`config.mk`:
```
export PLATFORM = sky130hd
export DESIGN_NAME = clkstop_ctrl
export DESIGN_NICKNAME = d
export VERILOG_FILES = /design/src/rtl/clkstop_pkg.sv /design/src/rtl/clkstop_sync.sv /design/src/rtl/clkstop_sampler.sv /design/src/rtl/clkstop_gate.sv /design/src/rtl/clkstop_ctrl.sv
export SDC_FILE = /design/constraint.sdc
export NUM_CORES = 1
export LEC_CHECK = 0
export BUFFER_PORTS_ARGS = -buffer_cell sky130_fd_sc_hd__buf_2
export CORE_ASPECT_RATIO = 1.25
export CORE_MARGIN = 2
export CORE_UTILIZATION = 44
export DETAILED_ROUTE_END_ITERATION = 12
export GPL_TIMING_DRIVEN = 1
export PLACE_DENSITY = 0.71
export SKIP_CTS_REPAIR_TIMING = 1
export SLEW_MARGIN = 10
export SYNTH_ARGS = -nofsm -noshare
export SYNTH_HDL_FRONTEND = slang
export SYNTH_SLANG_ARGS = --single-unit
```
`constraint.sdc`:
```
create_clock -name clk -period 1.1 [get_ports clk]
set_input_delay 0.22 -clock clk [delete_from_list [all_inputs] [get_ports clk]]
set_output_delay 0.22 -clock clk [all_outputs]
set_load 0.03 [all_outputs]
```
`src/rtl/clkstop_pkg.sv`:
```
package clkstop_pkg;

    localparam int IO_FREE_NUM   = 2;
    localparam int IO_STOP_NUM   = 6;
    localparam int CORE_PAIR_NUM = 2;
    localparam int SYNC_STAGES   = 2;
    localparam int IO_EDGES      = 1;
    localparam int CORE_EDGES    = 2;

    typedef struct packed {
        logic pin_en;
        logic io_halt_n;
        logic core_halt_n;
    } pin_bundle_t;

    localparam pin_bundle_t PINS_IDLE = '{pin_en: 1'b0, io_halt_n: 1'b1, core_halt_n: 1'b1};

    typedef struct packed {
        logic io;
        logic core;
    } halt_req_t;

    function automatic halt_req_t decode_pins(pin_bundle_t p);
        halt_req_t r;
        r.io   = p.pin_en & ~p.io_halt_n;
        r.core = p.pin_en & ~p.core_halt_n;
        return r;
    endfunction

    function automatic logic gate_allow(logic en, logic halted);
        return en & ~halted;
    endfunction

endpackage

```
`src/rtl/clkstop_sync.sv`:
```
module clkstop_sync #(
    parameter int W = 3,
    parameter int DEPTH = 2,
    parameter logic [W-1:0] RST_VAL = '0
) (
    input  logic         clk,
    input  logic         rst,
    input  logic [W-1:0] d_i,
    output logic [W-1:0] q_o
);

    logic [W-1:0] stg [DEPTH];

    always_ff @(posedge clk) begin
        if (rst) begin
            for (int i = 0; i < DEPTH; i++) stg[i] <= RST_VAL;
        end else begin
            stg[0] <= d_i;
            for (int i = 1; i < DEPTH; i++) stg[i] <= stg[i-1];
        end
    end

    assign q_o = stg[DEPTH-1];

endmodule

```
`src/rtl/clkstop_sampler.sv`:
```
module clkstop_sampler #(
    parameter int EDGES = 1
) (
    input  logic clk,
    input  logic rst,
    input  logic ph_i,
    input  logic req_i,
    output logic halt_o
);

    logic             ph_q;
    logic             rise;
    logic [EDGES-1:0] hist;

    assign rise = ph_i & ~ph_q;

    always_ff @(posedge clk) begin
        if (rst) begin
            ph_q <= 1'b0;
            hist <= '0;
        end else begin
            ph_q <= ph_i;
            if (rise) begin
                hist[0] <= req_i;
                for (int i = 1; i < EDGES; i++) hist[i] <= hist[i-1];
            end
        end
    end

    assign halt_o = hist[EDGES-1];

    // the halt state moves only on a source rising edge
    assert_halt_on_rise_R4: assert property (@(posedge clk) disable iff (rst)
        (halt_o != $past(halt_o)) |-> ($past(ph_i) && !$past(ph_q)));

endmodule

```
`src/rtl/clkstop_gate.sv`:
```
module clkstop_gate (
    input  logic clk,
    input  logic rst,
    input  logic ph_i,
    input  logic allow_i,
    output logic t_o,
    output logic c_o
);

    logic open_q;

    always_ff @(posedge clk) begin
        if (rst) begin
            open_q <= 1'b0;
            t_o    <= 1'b0;
            c_o    <= 1'b1;
        end else begin
            if (!ph_i) open_q <= allow_i;
            t_o <= ph_i & open_q;
            c_o <= ~(ph_i & open_q);
        end
    end

    // a high pulse ends only because the source phase ended
    assert_no_short_high_R8: assert property (@(posedge clk) disable iff (rst)
        $fell(t_o) |-> !$past(ph_i));

    // a high pulse starts only at the start of a source high phase
    assert_no_late_start_R8: assert property (@(posedge clk) disable iff (rst)
        $rose(t_o) |-> !$past(ph_i, 2));

    // complement is always the opposite level of true
    assert_pair_split_R5: assert property (@(posedge clk) disable iff (rst)
        t_o != c_o);

endmodule

```
`src/rtl/clkstop_ctrl.sv`:
```
module clkstop_ctrl
    import clkstop_pkg::*;
#(
    parameter int N_FREE     = IO_FREE_NUM,
    parameter int N_STOP     = IO_STOP_NUM,
    parameter int N_PAIR     = CORE_PAIR_NUM,
    parameter int SYNC_DEPTH = SYNC_STAGES,
    parameter int IO_SAMPLES = IO_EDGES,
    parameter int CORE_SAMPLES = CORE_EDGES
) (
    input  logic              clk,
    input  logic              rst,
    input  logic              io_ph,
    input  logic              core_ph,
    input  logic              halt_pin_en,
    input  logic              io_halt_n,
    input  logic              core_halt_n,
    input  logic [N_FREE-1:0] io_free_en,
    input  logic [N_STOP-1:0] io_en,
    input  logic [N_PAIR-1:0] core_en,
    output logic [N_FREE-1:0] io_free_clk,
    output logic [N_STOP-1:0] io_clk,
    output logic [N_PAIR-1:0] core_t,
    output logic [N_PAIR-1:0] core_c
);

    localparam int PIN_W = $bits(pin_bundle_t);

    pin_bundle_t pins_raw;
    pin_bundle_t pins_sync;
    halt_req_t   req;
    logic        io_halted;
    logic        core_halted;
    logic [N_FREE-1:0] unused_free_c;
    logic [N_STOP-1:0] unused_io_c;

    assign pins_raw = '{pin_en: halt_pin_en, io_halt_n: io_halt_n, core_halt_n: core_halt_n};

    clkstop_sync #(.W(PIN_W), .DEPTH(SYNC_DEPTH), .RST_VAL(PINS_IDLE)) u_sync (
        .clk (clk),
        .rst (rst),
        .d_i (pins_raw),
        .q_o (pins_sync)
    );

    assign req = decode_pins(pins_sync);

    clkstop_sampler #(.EDGES(IO_SAMPLES)) u_io_samp (
        .clk    (clk),
        .rst    (rst),
        .ph_i   (io_ph),
        .req_i  (req.io),
        .halt_o (io_halted)
    );

    clkstop_sampler #(.EDGES(CORE_SAMPLES)) u_core_samp (
        .clk    (clk),
        .rst    (rst),
        .ph_i   (core_ph),
        .req_i  (req.core),
        .halt_o (core_halted)
    );

    for (genvar i = 0; i < N_FREE; i++) begin : g_free
        clkstop_gate u_gate (
            .clk     (clk),
            .rst     (rst),
            .ph_i    (io_ph),
            .allow_i (io_free_en[i]),
            .t_o     (io_free_clk[i]),
            .c_o     (unused_free_c[i])
        );
    end

    for (genvar i = 0; i < N_STOP; i++) begin : g_stop
        clkstop_gate u_gate (
            .clk     (clk),
            .rst     (rst),
            .ph_i    (io_ph),
            .allow_i (gate_allow(io_en[i], io_halted)),
            .t_o     (io_clk[i]),
            .c_o     (unused_io_c[i])
        );
    end

    for (genvar i = 0; i < N_PAIR; i++) begin : g_pair
        clkstop_gate u_gate (
            .clk     (clk),
            .rst     (rst),
            .ph_i    (core_ph),
            .allow_i (gate_allow(core_en[i], core_halted)),
            .t_o     (core_t[i]),
            .c_o     (core_c[i])
        );
    end

    // a bus halt can be captured only while the synchronized pin enable is set
    assert_pins_gated_R6: assert property (@(posedge clk) disable iff (rst)
        $rose(io_halted) |-> $past(pins_sync.pin_en));

endmodule

```
# Word-level counts from Yosys, hierarchy flattened
# Memories as Yosys holds them, arrays and structs flattened.
# Cells that the tools add are included.
classes:
  n_addsub: 0
  n_mul: 0
  div: 0
  order_cmp: 0
  eq_ne: 0
  shift: 0
  n_mux: 5
  bitwise: 32
  n_reduce_logical: 0
ops:
  columns: ["cell", "n"]
  rows:
  - ["$and A1 B1 Y1", 22]
  - ["$not A1 Y1", 8]
  - ["$mux W3", 2]
  - ["$mux W1", 3]
  - ["$or A1 B1 Y1", 2]
word_totals:
  reg_bits: 27
  latchBits: 0
  mem_bits_rw: 6
  romBits: 0
  input_bits: 17
  wordCells: 64
  mem_count: 1
memory_table:
  columns: ["name", "words", "word_bits", "read_ports", "rd_ports_with_merged_regs", "wr", "line", "text"]
  rows:
  - ["u_sync.stg", 2, 3, 2, 0, 2, "clkstop_sync.sv:12", "logic [W-1:0] stg [DEPTH];"]

# Depth between registers and ports, before layout
depth:
  ltp_word: 3
  depth_mapped: 4
  mapped_depth_nobuf: 3

# Cells and area by module
# From an unflattened synthesis, not the netlist that was laid out.
hier_totals:
  cells_unflattened: 122
  hier_area_um2: 1287.5
by_module_without_submodules:
  columns: ["module", "n_inst", "cells_per_inst", "area_per_inst_um2", "seq_area_each_um2"]
  rows:
  - ["clkstop_gate", 10, 8, 85.1, 60.1]
  - ["clkstop_sync", 1, 15, 180.2, 120.1]
  - ["clkstop_sampler at u_core_samp", 1, 10, 118.9, 60.1]
  - ["clkstop_sampler at u_io_samp", 1, 7, 75.1, 40.0]
  - ["clkstop_ctrl", 1, 10, 62.6, 0.0]

# Worst setup path after synthesis
# OpenSTA, ideal clock, no wires.
synth_timing:
  path_type: "input to register"
  startpoint: "input port io_ph"
  endpoint: "register u_io_samp.hist (netlist: u_io_samp.halt_o)"
  setup_time_ns: 0.070
  t_arrival_ns: 0.996
  required_time_ns: 1.030
  setup_slack_ns: 0.034
  cell_stages: 4
  path_buffers: 1
  cell_sequence: "buf_6 -> inv_2 -> or4b_1 -> a21oi_1"
synth_between:
  elab_chain_cells: 1
synth_rtl:
  columns: ["element", "line", "text"]
  rows:
  - ["start, declared", "clkstop_ctrl.sv:13", "input logic io_ph,"]
  - ["$and A1 B1 Y1", "clkstop_sampler.sv:15", "assign rise = ph_i & ~ph_q;"]
  - ["end, declared", "clkstop_sampler.sv:13", "logic [EDGES-1:0] hist;"]
# No other way between the ends.
# A chain may end at the register's enable or synchronous reset.

# Final worst setup path
layout_timing:
  startpoint: "register g_pair[0].u_gate.c_o"
  endpoint: "output port core_c[0]"
layout_rtl:
  columns: ["element", "line", "text"]
  rows:
  - ["start, declared", "clkstop_gate.sv:7", "output logic c_o"]
  - ["start signal, assigned", "clkstop_gate.sv:20", "c_o <= ~(ph_i & open_q);"]
  - ["end, declared", "clkstop_ctrl.sv:24", "output logic [N_PAIR-1:0] core_c"]
# No word-level cell between the ends.

==> key figures <==
Outcome
  – Run status: completed

Route
  – Avg Vias per Cell: 4.36
  – Drt first-iter violations: 10
  – DRC: 0
  – Final WL: 1520 µm
  – Via count: 741
  – Antenna Violating Nets Remaining: 0
  – DR WL/cell: 8.95 µm
  – 1st-pass router iterations: 4

Yosys
  – Top cells by count, synth: dfxtp_1 (33), nand2_1 (21), a21oi_1 (13), buf_4 (13), nor2_1 (12)
  – Ys flop type: dfxtp_1
  – Netlist cell types: 16
  – Post-synth ARST share: 0%
  – Top cell type's share of synthesized area: 61.6%
  – Post-Synthesis Cells: 112
  – Post-synth EDFFs: 0
  – Top post-synthesis cells by area: dfxtp_1 (62%), buf_4 (9.1%), nand2_1 (7.4%)
  – Syn Nets: 129
  – Synth Register Bits: 33
  – Synthesis Warnings: 0
  – Mapped Area: 0.00107 mm²
  – Seq/Total Area, Yosys: 61.6%
  – Syn_area_per_cell: 9.57 µm²
  – Leading area contributor after synthesis: dfxtp_1
  – Cell with the most instances after synthesis: dfxtp_1

Place
  – Post-DP HPWL: 1110 µm
  – Placed cell area: 0.00117 mm²
  – Final GP Congestion: 0.571
  – Placed cell count: 162
  – Post-Place Worst Slack: 24.8 ps
  – IO buf count: 28

Critical path
  – Worst EP required: 880 ps
  – CP Capture Type: primary output
  – Critical path cell sequence: buf_2
  – Buf+Inv Stages, Crit Path: 1
  – Setup Crit Path Kind: flip-flop to primary output
  – CP Max Fanout: 1
  – R2R cell count: 2
  – WP depth: 1
  – Critical Path AT: 830 ps
  – CP peak stage delay: 320 ps
  – Slowest stage cell, crit path: dfxtp_1
  – Family with the most delay on the worst path: flip-flops
  – Slack of the worst reg-to-reg path: 90 ps
  – CP Launch Type: flip-flop

Layout
  – Fill cells: 242
  – Layout cells sized above 1: 34.3%
  – Non-Filler Instances: 170
  – Multi-input logic area: 284 µm²
  – Number of diodes: 0
  – Area taken by flip-flops and latches: 661 µm²
  – Synth-to-layout area growth: 15.1%
  – Post-layout nets: 153
  – Post-route cell area: 0.00123 mm²
  – Fin util: 51.9%

Clocking
  – Clock Sinks: 33
  – Clk buf depth: 2
  – Num CTS Buffers: 5
  – Clk pin slew, worst setup/hold paths: 100 ps
  – CTS tree: done
  – H-Tree Depth: 2
  – Skew-Pair Late Insertion Delay: 330 ps
  – CTS root buf: clkbuf_4

STA
  – Max_slew headroom: 69.4%
  – Final Hold Viols: 0
  – # setup viols final: 0
  – Post-route setup TNS: 0 ps
  – Peak Freq: 0.951 GHz
  – Fin crit share: 95.6%
  – Worst setup margin: 48.9 ps
  – Unrepaired setup endpoints after global routing: no
  – Worst-margin pin slew: 459 ps
  – Crit path time final: 1050 ps
  – Slew Viols, Final: 0
  – Clock Skew: 9.41 ps

Floorplanning
  – Die Y: 59.2 µm
  – Core ar.: 0.00238 mm²
  – Initial Util: 45.1%
  – Std-Cell Rows: 20
  – Die Width: 48.2 µm
  – Die ar.: 0.00285 mm²
  – I/O pin count: 29

Global route
  – First-pass GRT wire length: 2440 µm
  – Largest net degree at the start of global routing: 30
  – Initial antenna violation count: 0
  – Grt ovf: 0
  – Global Route Usage Sum: 12.9%
  – Vias in the first global route: 659

Hold path
  – Hold Crit Class: input pin to flip-flop
  – Hold path cells: 2

Power and ir drop
  – Power Density: 1630 mW/mm²
  – Peak supply drop: 0.920 mV
  – Leakage power: 0.570 nW

Flow run
  – MaxCap Viol Count: 0
[registers in the layout, indices dropped and copies added, names as in the netlist]
name	count
u_io_samp.halt_o	1
g_free.u_gate.open_q	2
g_free.u_gate.t_o	2
g_pair.u_gate.c_o	2
g_stop.u_gate.t_o	6
u_core_samp.ph_q	1
g_pair.u_gate.t_o	2
u_sync.stg	6
g_stop.u_gate.open_q	6
g_pair.u_gate.open_q	2
u_io_samp.ph_q	1
u_core_samp.hist	2
[metrics by stage]
stage	total power [mW]	hold WS (ps)
2_1_floorplan	1.37	324
6_report	2.01	61.6
4_1_cts	2.03	48.2
5_1_grt	2.12	54.9
3_5_place_dp	1.42	402
3_3_place_gp	1.41	393
[power breakdown]
| part | leakage [nW] | internal, mW | switching (mW) |
|---|---|---|---|
| registers | 0.270 | 1.24 | 0.0111 |
| clock network | 0.0320 | 0.243 | 0.371 |
| logic | 0.267 | 0.0651 | 0.0810 |
[layout make-up]
| type | instances | share of cell area (%) |
|---|---|---|
| Clock buffer | 6 | 3.35 |
| Clock inverter | 2 | 0.811 |
| Inverter | 3 | 0.913 |
| Multi-Input combinational cell | 60 | 23.0 |
| Sequential cell | 33 | 53.5 |
| Tap cell | 33 | 3.35 |
| Timing Repair Buffer | 33 | 15.0 |
[logic make-up (layout without fill, tap and decap cells)]
logic type	Yosys count	count (layout)	share of synthesized area (%)
buf+inv	19	44	11.9
compound gates	14	14	6.53
simple gates	46	46	20.0
flops	33	33	61.6
[routing by layer]
layer  GRT usage, %  vias to the layer above  part of all wire, %
met5              0                        -                    0
met4           10.4                        0                  3.2
met3           6.40                        5                  7.4
met2           19.7                       26                   50
met1           12.3                      322                   39
li1               -                      388                    -
[placed cells by master, fill, tap and decap left out]
master,netlist,layout
inv_2,1,1
nor4bb_1,1,1
buf_2,0,25
dfxtp_1,33,33
nand2_1,21,21
inv_1,2,2
or4b_1,1,1
nor2b_1,3,3
nand3b_1,1,1
or2_2,6,6
clkinv_2,0,2
nand2b_1,1,1
o21ai_0,1,1
buf_4,13,6
nor2_1,12,12
a21oi_1,13,13
clkbuf_1,2,1
clkbuf_4,0,7
[path summary, 6_finish.rpt]
kind                      end                 start
max reg2reg  u_io_samp.halt_o        u_io_samp.ph_q
min          u_sync.stg[0][1]             io_halt_n
max                 core_c[0]  g_pair[0].u_gate.c_o
min reg2reg  u_sync.stg[0][3]      u_sync.stg[0][0]
Power figures use the tool's default switching activity.
